### src/rtl/qtap_pkg.sv
package qtap_pkg;
  parameter int unsigned QT_CODE_W = 7;
  localparam int unsigned QT_FUNC_W = 16;
  localparam int unsigned QT_UNIT_Q = 4;

  // quarter-tick count for a captured code and the extra-unit flag
  function automatic logic [QT_FUNC_W-1:0] qtap_quarters(input logic [QT_FUNC_W-1:0] code,
                                                         input logic extra);
    return code + (extra ? QT_FUNC_W'(QT_UNIT_Q) : '0);
  endfunction

  // largest code pattern: two lowest bits clear, the rest set
  function automatic logic [QT_FUNC_W-1:0] qtap_max_code(input int unsigned cw);
    return QT_FUNC_W'((1 << cw) - QT_UNIT_Q);
  endfunction
endpackage

### src/rtl/qtap_latch.sv
module qtap_latch
  import qtap_pkg::*;
#(
  parameter int unsigned CODE_W = QT_CODE_W
) (
  input  logic              clk,
  input  logic              rst_n,
  input  logic              cap_en,
  input  logic [CODE_W-1:0] code_in,
  input  logic              casc_in,
  input  logic              force_min,
  input  logic              force_max,
  output logic [CODE_W-1:0] code_q,
  output logic              casc_q,
  output logic              extra_q
);
  localparam logic [CODE_W-1:0] MAX_PAT = CODE_W'(qtap_max_code(CODE_W));

  // named events for the assertions
  logic min_evt, max_evt, hold_evt;
  assign min_evt  = force_min;
  assign max_evt  = force_max & ~force_min;
  assign hold_evt = ~force_min & ~force_max & ~cap_en;

  always_ff @(posedge clk or negedge rst_n) begin
    if (!rst_n) begin
      code_q  <= '0;
      casc_q  <= 1'b0;
      extra_q <= 1'b0;
    end else begin
      extra_q <= max_evt;
      if (min_evt)      code_q <= '0;
      else if (max_evt) code_q <= MAX_PAT;
      else if (cap_en)  code_q <= code_in;
      if (min_evt)      casc_q <= 1'b0;
      else if (cap_en)  casc_q <= casc_in;
    end
  end

  a_r1_hold: assert property (@(posedge clk) disable iff (!rst_n)
    hold_evt |=> ($stable(code_q) && $stable(casc_q) && !extra_q))
    else $error("R1 captured setting moved while closed");

  a_r3_casc_capture: assert property (@(posedge clk) disable iff (!rst_n)
    (cap_en && !force_min) |=> (casc_q == $past(casc_in)))
    else $error("R3 chain bit not captured");

  a_r4_min_clear: assert property (@(posedge clk) disable iff (!rst_n)
    force_min |=> (code_q == '0 && !casc_q && !extra_q))
    else $error("R4 minimum override not applied");

  a_r5_max_pattern: assert property (@(posedge clk) disable iff (!rst_n)
    (force_max && !force_min) |=> (code_q == MAX_PAT && extra_q))
    else $error("R5 maximum override not applied");

  a_r6_min_wins: assert property (@(posedge clk) disable iff (!rst_n)
    (force_max && force_min) |=> !extra_q)
    else $error("R6 minimum override lost priority");
endmodule

### src/rtl/qtap_shift.sv
module qtap_shift #(
  parameter int unsigned TAPS  = 129,
  parameter int unsigned SEL_W = $clog2(TAPS)
) (
  input  logic             clk,
  input  logic             rst_n,
  input  logic             bit_in,
  input  logic [SEL_W-1:0] tap_sel,
  output logic             head,
  output logic             bit_out
);
  logic [TAPS-1:0] sr;

  always_ff @(posedge clk or negedge rst_n) begin
    if (!rst_n) begin
      sr      <= '0;
      bit_out <= 1'b0;
    end else begin
      sr      <= {sr[TAPS-2:0], bit_in};
      bit_out <= sr[tap_sel];
    end
  end

  assign head = sr[0];
endmodule

### src/rtl/qtap_delay.sv
module qtap_delay
  import qtap_pkg::*;
#(
  parameter int unsigned CODE_W = QT_CODE_W
) (
  input  logic              clk,
  input  logic              rst_n,
  input  logic              cap_en,
  input  logic [CODE_W-1:0] code_in,
  input  logic              casc_in,
  input  logic              force_min,
  input  logic              force_max,
  input  logic              in_en,
  input  logic              sig_in,
  output logic              sig_out,
  output logic              casc_out,
  output logic              casc_out_n
);
  localparam int unsigned MAX_Q = 1 << CODE_W;
  localparam int unsigned TAPS  = MAX_Q + 1;
  localparam int unsigned SEL_W = $clog2(TAPS);

  logic [CODE_W-1:0] code_q;
  logic              casc_q, extra_q;
  logic [SEL_W-1:0]  tap_sel;
  logic              gated, head;

  qtap_latch #(.CODE_W(CODE_W)) u_latch (
    .clk(clk), .rst_n(rst_n), .cap_en(cap_en), .code_in(code_in),
    .casc_in(casc_in), .force_min(force_min), .force_max(force_max),
    .code_q(code_q), .casc_q(casc_q), .extra_q(extra_q)
  );

  assign tap_sel = SEL_W'(qtap_quarters(QT_FUNC_W'(code_q), extra_q));
  assign gated   = sig_in & in_en;

  qtap_shift #(.TAPS(TAPS), .SEL_W(SEL_W)) u_shift (
    .clk(clk), .rst_n(rst_n), .bit_in(gated), .tap_sel(tap_sel),
    .head(head), .bit_out(sig_out)
  );

  assign casc_out   = casc_q;
  assign casc_out_n = ~casc_q;

  a_r7_gate_blocks: assert property (@(posedge clk) disable iff (!rst_n)
    !in_en |=> !head)
    else $error("R7 blocked input reached the path");

  a_r2_zero_tap: assert property (@(posedge clk) disable iff (!rst_n)
    (tap_sel == '0) |=> (sig_out == $past(head)))
    else $error("R2 zero tap latency wrong");
endmodule

### config.mk
export PLATFORM = sky130hd
export DESIGN_NAME = qtap_delay
export DESIGN_NICKNAME = d
export VERILOG_FILES = /design/src/rtl/qtap_pkg.sv /design/src/rtl/qtap_latch.sv /design/src/rtl/qtap_shift.sv /design/src/rtl/qtap_delay.sv
export SDC_FILE = /design/constraint.sdc
export NUM_CORES = 1
export LEC_CHECK = 0
export BUFFER_PORTS_ARGS = -buffer_cell sky130_fd_sc_hd__buf_2
export CELL_PAD_IN_SITES_DETAIL_PLACEMENT = 0
export CELL_PAD_IN_SITES_GLOBAL_PLACEMENT = 2
export CORE_MARGIN = 5
export CORE_UTILIZATION = 29
export DETAILED_ROUTE_END_ITERATION = 10
export PLACE_DENSITY_LB_ADDON = 0.25
export SYNTH_ARGS = -nofsm -noshare
export SYNTH_HDL_FRONTEND = slang
export SYNTH_SLANG_ARGS = --single-unit
### constraint.sdc
create_clock -name clk -period 2.4 [get_ports clk]
set_input_delay 0.12 -clock clk [delete_from_list [all_inputs] [get_ports clk]]
set_output_delay 0.12 -clock clk [all_outputs]
set_load 0.005 [all_outputs]
==> reports/metrics.cfg <==
[synthesis]
synth-compound-area-share_pct=5.18
synthAdderAreaFrac_pct=0.505
synth_seq_cells=139
synth_cell_type_count=39
avgSynthCellArea_um2=16.9
synth_area_mm2=0.00495
yosys_warnings=0
synthArstFlopShare_pct=100
synth.most_common_cell=dfrtp_1
synth_edf_count=0
synth-xor-area-share_pct=1.21
yosys-top-cells-area=dfrtp_1 70%, mux4_2 8.2%, mux2i_1 4.6%, mux4_1 2.7%, nor2b_1 1.3%
synthSimpleGateAreaFrac_pct=4.47
synth_cells=293
syn-num-nets=310
synth_mux_area_share_pct=16.2
synth_top_family_by_area=multiplexers
yosys.area.top_type=dfrtp_1
synth_top_area_share_pct=70.3
synth_flop_cell=dfrtp_1
synth_common_cells=139 x dfrtp_1, 23 x mux2i_1, 18 x mux4_2
yosysSeqAreaShare_pct=70.3

[setup_path]
cp_max_fo=6
crit_arrival_ns=2.57
end_kind=flip-flop
start_kind=flip-flop
crit_required_ns=2.69
crit_type=reg2reg

[sta]
fin_skew_ns=0.00612
worst_pin_slew_ns=0.547
max_freq_mhz=439
period_needed_ns=2.28
rsz0062_at_grt=false
slew_headroom_pct=62.6
setup_viol=0
hold_viol_final=0
slew_violations=0
period_share_pct=94.9
timing.final.ws_setup_ns=0.123

[placement]
dp.cells=531
io_buffer_count=17
preCtsSetupSlack_ns=-0.0201
hpwl_mm=6.52
gp_congestion=0.716
dpl_cell_area_mm2=0.00538

[cells_and_area]
fillers=1557
multi_input_area_mm2=0.00138
drive_gt1_share_pct=26.2
fin_cells=579
antenna_cells=0
postLayoutCellArea_mm2=0.00618
area_growth_pct=24.7
num-nets-final=363
register_area_mm2=0.00348

[pwr]
total_power_w=0.00543
p_leak_nw=2.80
p_comb_share_pct=5.8
internal_power_w=0.00424
powerDensity_mw_per_mm2=879
swShare_pct=22.0
pwr-share-seq_pct=44.9
clockPowerShare_pct=49.3
peakVddDrop_mv=0.418
p_switching_w=0.00119

[clock_tree]
clk-insertion-delay-late_ns=0.41
numCtsBuffers=17
cts.sinks=139
cts_tree=done
htree_levels=4
cts_root_buf=clkbuf_16
path_clk_slew_ns=0.06
clk_path_buf_depth=2

[detailed_routing]
dr.pass1.iters=4
drc_errors=0
vias=2623
drt-initial-drc-count=223
wl_per_cell_um=16.8
via_per_inst=4.53
ant_nets=0
wl_mm=9.74

[global_routing]
grt_pass1_wl_mm=16.4
antenna_found_initial=0
overflow=0
grt_pass1_vias=2942
grt_max_degree=60
track_usage_pct=10.9

[floorplan]
dieArea_mm2=0.0198
initial_core_util_pct=29.7
die_h_um=141
die_w_um=141
core_area_mm2=0.0166
io_pins=18
rows=47

[run]
max_cap_viol_count=0

[min_path]
hold_path_class=in2reg

[status]
status=complete, no violations

cells in the final DEF (no fill, tap or decap), types with 3 or more instances in the layout:
cell type      synthesis  layout
a211oi_1               6       6
a21oi_1                3       3
a31oi_1                3       3
buf_2                  3      16
buf_4                  2      16
bufinv_16              0       3
clkbuf_16              0      17
clkinvlp_4             0       5
dfrtp_1              139     138
dlygate4sd3_1          0      16
inv_1                  3       3
inv_6                  0       3
mux2_2                 3       3
mux2i_1               23      23
mux4_1                 5       5
mux4_2                18      18
nand2_1                3       3
nand3_1                6       6
nor2_1                 9       9
nor2b_1               10      10
nor3_1                 3       3
nor4_1                 3       3
o21ai_0                3       3
o221ai_1               6       6
o22ai_1                5       5
xnor2_1                5       5
logic make-up (layout without fill, tap and decap cells):
logic type,after synthesis,in the layout
flops,139,139
fa+ha+maj,2,2
buf+inv,20,86
compound gates,35,35
xor+xnor,6,6
mux,49,49
simple gates,42,42
worst max-delay path, stage by stage, from the launching register on:
cell,delay [ns]
dfrtp_2,0.48
mux4_1,0.65
mux4_2,0.47
and3_1,0.19
nor4_1,0.26
nor3_1,0.09
area by class of cell:
class / count / area share (%)
Inverter: 3 / 0.182
Sequential cell: 139 / 56.3
Tap cell: 220 / 4.46
Timing Repair Buffer: 51 / 6.67
Clock inverter: 13 / 2.65
Multi-Input combinational cell: 134 / 22.4
Clock buffer: 19 / 7.33
registers in the layout (all words and copies together) (netlist names):
| name | cells |
|---|---|
| u_shift.bit_out | 1 |
| u_latch.extra_q | 1 |
| u_shift.sr | 129 |
| u_latch.casc_q | 1 |
| u_latch.code_q | 7 |
final timing paths:
path / slack (ns) / cells past startpoint / startpoint / endpoint
max: 0.12 / 5 / u_latch.code_q[0]$_DFFE_PN0P_ / u_shift.bit_out$_DFF_PN0_
min: 0.03 / 3 / code_in[1] / u_latch.code_q[1]$_DFFE_PN0P_
max reg2reg: 0.12 / 5 / u_latch.code_q[0]$_DFFE_PN0P_ / u_shift.bit_out$_DFF_PN0_
min reg2reg: 0.37 / 0 / u_shift.sr[81]$_DFF_PN0_ / u_shift.sr[82]$_DFF_PN0_
max in group asynchronous: 1.48 / 3 / rst_n / u_shift.sr[128]$_DFF_PN0_
min in group asynchronous: 0.24 / 2 / rst_n / u_shift.sr[0]$_DFF_PN0_
power by group through the flow:
stage	clock [W]	combinational (W)	sequential (W)
2_1_floorplan	0	0.000164	0.00246
3_3_place_gp	0	0.000297	0.00248
3_5_place_dp	0	0.000295	0.00248
4_1_cts	0.00276	0.000319	0.00244
5_1_grt	0.00287	0.000354	0.00245
6_report	0.00268	0.000313	0.00244
through the flow:
stage	util [%]	hold slack, ns	TNS, ns
after global routing	37.1	0.0228	0
after floorplan	-	-0.176	0
after CTS	37.0	0.0119	0
after global placement	32.3	0.120	-0.0841
after detailed placement	32.3	0.127	-0.0201
final	37.1	0.0289	0
timing repair:
item                                   in CTS  in global routing
gates resized for setup                     1                  3
gates cloned                                0                  0
endpoints found under the hold margin      66                  0
setup endpoints to repair                   1                  1
hold buffers                               16                  0
buffers inserted                            0                  0
per-layer routing:
layer	vias to the layer above	share of wire, %	track usage [%]
li1	1196	-	-
met1	1383	48	15.0
met2	32	47	16.3
met3	12	2.6	3.45
met4	0	1.5	4.13
met5	-	0	0
(Power assumes the default switching activity.)
